<file path="src/rtl/stc_pkg.sv">
// Package: shared defaults and helpers for the system time counter.
// Assumes: divisor values 0 and 1 both mean "update every tick".
package stc_pkg;
    localparam int DEF_INT_W      = 64;
    localparam int DEF_FRAC_W     = 24;
    localparam int DEF_STEP_INT_W = 8;
    localparam int DEF_DIV_W      = 8;
endpackage

</file>
<file path="src/rtl/stc_cfg_latch.sv">
// stc_cfg_latch: holds the scaling mode, step and divisor.
// Assumes: inputs are followed only while the counter is disabled, so a
// running counter never sees a configuration change.
module stc_cfg_latch #(
    parameter int STEP_W = 32,
    parameter int DIV_W  = 8
) (
    input  logic              clk,
    input  logic              rst_n,
    input  logic              run_en,
    input  logic              scale_in,
    input  logic [STEP_W-1:0] step_in,
    input  logic [DIV_W-1:0]  div_in,
    output logic              scale_q,
    output logic [STEP_W-1:0] step_q,
    output logic [DIV_W-1:0]  div_q
);
    // Capture configuration on every edge where the counter is disabled.
    always_ff @(posedge clk) begin
        if (!rst_n) begin
            scale_q <= 1'b0;
            step_q  <= '0;
            div_q   <= '0;
        end else if (!run_en) begin
            scale_q <= scale_in;
            step_q  <= step_in;
            div_q   <= div_in;
        end
    end
endmodule

</file>
<file path="src/rtl/stc_incr.sv">
// stc_incr: forms the amount added on each accumulator update.
// Assumes: the step is fixed point with FRAC_W fraction bits that line up
// with the accumulator fraction; the batch is the per-tick increment times
// the effective divisor.
module stc_incr #(
    parameter int INT_W  = 64,
    parameter int FRAC_W = 24,
    parameter int STEP_W = 32,
    parameter int DIV_W  = 8
) (
    input  logic                    scale,
    input  logic [STEP_W-1:0]       step,
    input  logic [DIV_W-1:0]        div,
    output logic [DIV_W-1:0]        n_eff,
    output logic [INT_W+FRAC_W-1:0] batch
);
    localparam int ACC_W = INT_W + FRAC_W;

    logic [ACC_W-1:0] step_wide;
    logic [ACC_W-1:0] unit;

    // Zero-extend the step to the accumulator width when it is narrower.
    generate
        if (STEP_W < ACC_W) begin : g_ext
            assign step_wide = {{(ACC_W-STEP_W){1'b0}}, step};
        end else begin : g_trunc
            assign step_wide = step[ACC_W-1:0];
        end
    endgenerate

    // Divisors 0 and 1 both mean one update per tick.
    always_comb begin
        n_eff = (div <= DIV_W'(1)) ? DIV_W'(1) : div;
    end

    // Per-tick increment: the step when scaling, else one integer unit.
    always_comb begin
        unit = scale ? step_wide : (ACC_W'(1) << FRAC_W);
    end

    // Batch increment applied once every n_eff active ticks.
    always_comb begin
        batch = unit * ACC_W'(n_eff);
    end
endmodule

</file>
<file path="src/rtl/stc_pacer.sv">
// stc_pacer: counts active ticks and marks the last tick of each batch.
// Assumes: the phase restarts while disabled and freezes while halted.
module stc_pacer #(
    parameter int DIV_W = 8
) (
    input  logic             clk,
    input  logic             rst_n,
    input  logic             run_en,
    input  logic             active,
    input  logic [DIV_W-1:0] n_eff,
    output logic             fire,
    output logic [DIV_W-1:0] phase_q
);
    logic last;

    // The batch closes when the phase reaches n_eff - 1.
    always_comb begin
        last = (phase_q == (n_eff - DIV_W'(1)));
        fire = active && last;
    end

    // Advance the phase on active ticks and clear it while disabled.
    always_ff @(posedge clk) begin
        if (!rst_n) begin
            phase_q <= '0;
        end else if (!run_en) begin
            phase_q <= '0;
        end else if (active) begin
            phase_q <= last ? '0 : phase_q + DIV_W'(1);
        end
    end
endmodule

</file>
<file path="src/rtl/stc_accum.sv">
// stc_accum: the fixed-point time accumulator.
// Assumes: wraps modulo 2^ACC_W; adds the batch only on a fire tick.
module stc_accum #(
    parameter int ACC_W = 88
) (
    input  logic             clk,
    input  logic             rst_n,
    input  logic             fire,
    input  logic [ACC_W-1:0] batch,
    output logic [ACC_W-1:0] acc_q
);
    // Add the batch increment on each batch boundary.
    always_ff @(posedge clk) begin
        if (!rst_n) begin
            acc_q <= '0;
        end else if (fire) begin
            acc_q <= acc_q + batch;
        end
    end
endmodule

</file>
<file path="src/rtl/systime_counter.sv">
// systime_counter: always-on system time base with fractional stepping.
// Assumes: a fixed-frequency clock; configuration is changed only while
// disabled; consumers read the integer part of the accumulator.
module systime_counter #(
    parameter int INT_W      = stc_pkg::DEF_INT_W,
    parameter int FRAC_W     = stc_pkg::DEF_FRAC_W,
    parameter int STEP_INT_W = stc_pkg::DEF_STEP_INT_W,
    parameter int DIV_W      = stc_pkg::DEF_DIV_W
) (
    input  logic                         clk,
    input  logic                         rst_n,
    input  logic                         run_en,
    input  logic                         scale_en,
    input  logic [STEP_INT_W+FRAC_W-1:0] step_in,
    input  logic [DIV_W-1:0]             update_div,
    input  logic                         halt_allow,
    input  logic                         halt_req,
    output logic [INT_W-1:0]             count_out,
    output logic                         running
);
    localparam int STEP_W = STEP_INT_W + FRAC_W;
    localparam int ACC_W  = INT_W + FRAC_W;

    logic              scale_q;
    logic [STEP_W-1:0] step_q;
    logic [DIV_W-1:0]  div_q;
    logic [DIV_W-1:0]  n_eff;
    logic [ACC_W-1:0]  batch;
    logic [ACC_W-1:0]  acc_q;
    logic [DIV_W-1:0]  phase_q;
    logic              fire;
    logic              active;

    // A tick counts when enabled and not held by a permitted debug halt.
    always_comb begin
        active = run_en && !(halt_allow && halt_req);
    end

    stc_cfg_latch #(.STEP_W(STEP_W), .DIV_W(DIV_W)) u_cfg (
        .clk(clk), .rst_n(rst_n), .run_en(run_en),
        .scale_in(scale_en), .step_in(step_in), .div_in(update_div),
        .scale_q(scale_q), .step_q(step_q), .div_q(div_q)
    );

    stc_incr #(.INT_W(INT_W), .FRAC_W(FRAC_W), .STEP_W(STEP_W), .DIV_W(DIV_W)) u_incr (
        .scale(scale_q), .step(step_q), .div(div_q),
        .n_eff(n_eff), .batch(batch)
    );

    stc_pacer #(.DIV_W(DIV_W)) u_pacer (
        .clk(clk), .rst_n(rst_n), .run_en(run_en), .active(active),
        .n_eff(n_eff), .fire(fire), .phase_q(phase_q)
    );

    stc_accum #(.ACC_W(ACC_W)) u_acc (
        .clk(clk), .rst_n(rst_n), .fire(fire), .batch(batch), .acc_q(acc_q)
    );

    // Publish only the integer part of the accumulator.
    always_comb begin
        count_out = acc_q[ACC_W-1 -: INT_W];
    end

    // Register the running status one edge after enable or halt change.
    always_ff @(posedge clk) begin
        if (!rst_n) begin
            running <= 1'b0;
        end else begin
            running <= active;
        end
    end
endmodule

</file>
<file path="config.mk">
export PLATFORM = sky130hd
export DESIGN_NAME = systime_counter
export DESIGN_NICKNAME = d
export VERILOG_FILES = /design/src/rtl/stc_pkg.sv /design/src/rtl/stc_cfg_latch.sv /design/src/rtl/stc_incr.sv /design/src/rtl/stc_pacer.sv /design/src/rtl/stc_accum.sv /design/src/rtl/systime_counter.sv
export SDC_FILE = /design/constraint.sdc
export NUM_CORES = 1
export LEC_CHECK = 0
export BUFFER_PORTS_ARGS = -buffer_cell sky130_fd_sc_hd__buf_2
export CORE_MARGIN = 2
export CORE_UTILIZATION = 41
export CTS_BUF_LIST = sky130_fd_sc_hd__clkbuf_8
export DETAILED_ROUTE_END_ITERATION = 6
export PLACE_DENSITY = 0.67
export SYNTH_ARGS = -nofsm -noshare
export SYNTH_HDL_FRONTEND = slang
export SYNTH_SLANG_ARGS = --single-unit
</file>
<file path="constraint.sdc">
create_clock -name clk -period 9.5 [get_ports clk]
set_input_delay 0.95 -clock clk [delete_from_list [all_inputs] [get_ports clk]]
set_output_delay 0.95 -clock clk [all_outputs]
set_load 0.01 [all_outputs]
</file>
==> impl_metrics.toml <==
[run_status]
status = "complete, no violations"

[clock_tree]
cts_buffer_depth = 2
cts_setup_buffers = 0
cts_buffers = 17
ctsResizeCount = 0
clkTransAtPathRegs_ns = 0.09
root_buffer = "clkbuf_8"
clkLatencyLatePin_ns = 0.51
cts.sinks = 138
cts_tree = "built"
cts_max_level = 4
cts_hold_repair.buffers = 0

[place]
place.gp.congestion = 0.893
dpl.hpwl_mm = 30.4
io_buffer_count = 110
place_ws_ns = 1.71

[synthesis]
synthSimpleGateAreaFrac_pct = 21.0
synth_compound_area_share_pct = 10.3
synth.yosys.warnings = 0
synth.area.top_cells = "fa_1 28%, dfxtp_1 17%, and3_1 7.8%"
syn-cell-area_sq_um = 15900
synth_area_per_cell_sq_um = 8.50
yosys-mux-area-fraction_pct = 3.10
seq_area_frac_synth_pct = 17.4
yosysTopAreaCell = "fa_1"
synth_top_cell_area_share_pct = 27.5
yosys.area_share.adder_pct = 32.8
synth_cells = 1866
ys_types = 64
synth-xor-area-share_pct = 3.29
syn_nets = 2197
synth_top_family_by_area = "adder cells"
ys_seq_elements = 138
synthArstFlopShare_pct = 0
ys.flop_type = "dfxtp_1"
synth_edf_count = 0

[floorplanning]
start_util_pct = 41.3
die-width_um = 201
die_h_um = 201
core.rowCount = 72
num_io_pins = 111
die-area_sq_um = 40300
fp.coreArea_sq_um = 38400

[timing]
fin_setup_tns_ns = 0
drv_slew = 0
rsz0062_at_grt = "false"
maxSlewHeadroom_pct = 14.9
hold_viol = 0
finClkSkew_ns = 0.0217
fin_ws_ns = 1.64
min_period_over_period_pct = 82.7
clock.fmax_ghz = 0.127
worst_pin_slew_ns = 1.26
min_period_ns = 7.86
setup_viol = 0

[grt]
grt_pass1_wl_mm = 68.3
grt_pass1_vias = 13215
grt_antenna_before_repair = 0
grt-ovfl-total = 0
grt_usage_pct = 21.0
grt_max_degree = 142

[routing]
drc = 0
dr_wl_met3_mm = 2.51
drtPass1Iterations = 5
drt_iter0_drc = 759
wl_per_cell_um = 17.2
viasPerCell = 5.49
routed.top_layer = "met4"
totalWireLength_mm = 40.6
met2_length_mm = 20.0
vias = 12966
wl_met1_mm = 17.1
antenna_left = 0

[setup_path]
path_cells = "nor4_1 > a21o_1 > buf_4 > nand3_1 > fa_1 > inv_1 > fa_1 > inv_1 > fa_1 > fa_1 > inv_1 > ha_1 > o21a_1 > o31a_1 > o31a_1 > a21oi_1 > o41ai_1 > a21oi_1 > or3_4 > or4_1 > a21oi_1"
critPathCaptureType = "register"
critical_path.most_common_cell = "fa_1"
cp_max_fo = 30
cp_top_family = "compound AO/OA/AOI/OAI gates"
slowest_delay_ns = 1.11
cp.arrival_ns = 8.29
r2r_start = "u_cfg.div_q[7]$_SDFFE_PN0N_"
critPathBufInv = 4
cp-start-kind = "register"
worstPathRequired_ns = 9.94
setup.worst_path.class = "reg -> reg"
critPathLaunch = "u_cfg.div_q[7]$_SDFFE_PN0N_"
cp_slowest_cell = "o41ai_1"

[layout]
nFillCells = 3822
drive_above_1_share_pct = 9.22
final_nets = 2162
layout_commonest_cell = "inv_1"
final_cell_mix = "266 x inv_1, 218 x fa_1, 198 x and3_1"
diodes = 0
synthToLayoutAreaGrowth_pct = 5.22

[power]
static-leakage-power_nw = 8.57
p_per_area_nw_per_um2 = 82.8
vdd_drop_max_v = 0.0000922

[min_path]
worstHoldStart = "u_acc.acc_q[22]$_SDFFE_PN0P_"
hold_class = "reg -> reg"

[flow_run]
cap_violations = 0
-- synthesized netlist by cell type (3+ instances only) --
master and count:
xor2_1 18, buf_1 9, o211ai_1 6, o41ai_1 7, nor4_1 10, o21a_1 8
o31ai_1 16, nand3_1 102, o31a_1 4, a21o_1 21, nand4_1 18, nor2_1 111
a31oi_1 10, nor3b_1 3, o2111ai_1 4, a211oi_1 14, buf_4 64, nor2b_1 3
a311oi_1 3, and3_1 198, ha_1 67, mux2i_1 48, o21bai_1 7, clkbuf_1 104
nand2_1 111, a221o_1 3, or3_1 14, inv_1 264, or4_1 13, o21ai_0 39
nor3_1 18, o311ai_0 5, xnor2_1 39, fa_1 218, and2_1 16, nand2b_1 8
dfxtp_1 138, or2_2 4, a21oi_1 91
-- path summary, 6_finish.rpt --
path                                                      to  slack (ns)  cells past startpoint
worst max register to register  u_acc.acc_q[81]$_SDFFE_PN0P_        1.64                     21
worst max-delay path            u_acc.acc_q[81]$_SDFFE_PN0P_        1.64                     21
worst min register to register  u_acc.acc_q[22]$_SDFFE_PN0P_        0.46                      2
worst min-delay path            u_acc.acc_q[22]$_SDFFE_PN0P_        0.46                      2
-- registers in the layout, summed over array words and instances, names as in the netlist --
register         cells
u_cfg.div_q          8
u_acc.acc_q         88
u_pacer.phase_q      8
u_cfg.scale_q        1
u_cfg.step_q        32
running              1
-- through the flow --
stage | total power [mW] | instances | hold WS [ns] | cell area (sq um) | utilization (%)
floorplan | 0.766 | 1866 | 0.432 | 15900 | -
global placement | 0.830 | 2330 | 0.442 | 16300 | 42.4
detailed placement | 0.835 | 2330 | 0.445 | 16300 | 42.4
CTS | 1.40 | 2362 | 0.457 | 16700 | 43.5
global route | 1.44 | 2362 | 0.483 | 16700 | 43.5
finish | 1.38 | 2362 | 0.456 | 16700 | 43.5
-- worst reg2reg max path: stages, from the launching register on --
cell     delay, ns
dfxtp_1       0.32
nor4_1        0.49
a21o_1        0.28
buf_4         0.39
nand3_1       0.16
fa_1          0.54
inv_1         0.05
fa_1          0.50
inv_1         0.05
fa_1          0.46
fa_1          0.55
inv_1         0.04
ha_1          0.35
o21a_1        0.15
o31a_1        0.19
o31a_1        0.25
a21oi_1       0.12
o41ai_1       1.11
a21oi_1       0.53
or3_4         0.59
or4_1         0.53
a21oi_1       0.15
-- layer usage --
layer  track usage (%)  vias up
li1                  -     6062
met3              3.93       77
met5                 0        -
met1              26.7     6422
met2              35.7      405
met4              7.38        0
-- area by class of cell --
cell class	instances	area [sq um]	area share [%]
sequential	138	2770	16.6
multi-input combinational	1283	11200	67.0
clock buffer	17	234	1.40
clock inverter	15	199	1.19
tap	518	648	3.88
timing repair buffer	126	671	4.02
inverter	265	997	5.97
-- logic make-up after synthesis --
logic type	count (synthesis)
AND/OR/NAND/NOR	637
buffers and inverters	445
adder cells (fa/ha/maj)	285
AO/OA/AOI/OAI	254
flip-flops	138
XOR/XNOR	58
multiplexers	49
-- report_power, final --
group          switching (mW)  leakage, nW  internal [mW]  total (mW)
registers              0.0313         1.12          0.590       0.621
clock network           0.273        0.227          0.287       0.560
logic                   0.129         7.22         0.0720       0.201
total                   0.434         8.57          0.948        1.38
Note: power is estimated with default switching activity, not from simulation.
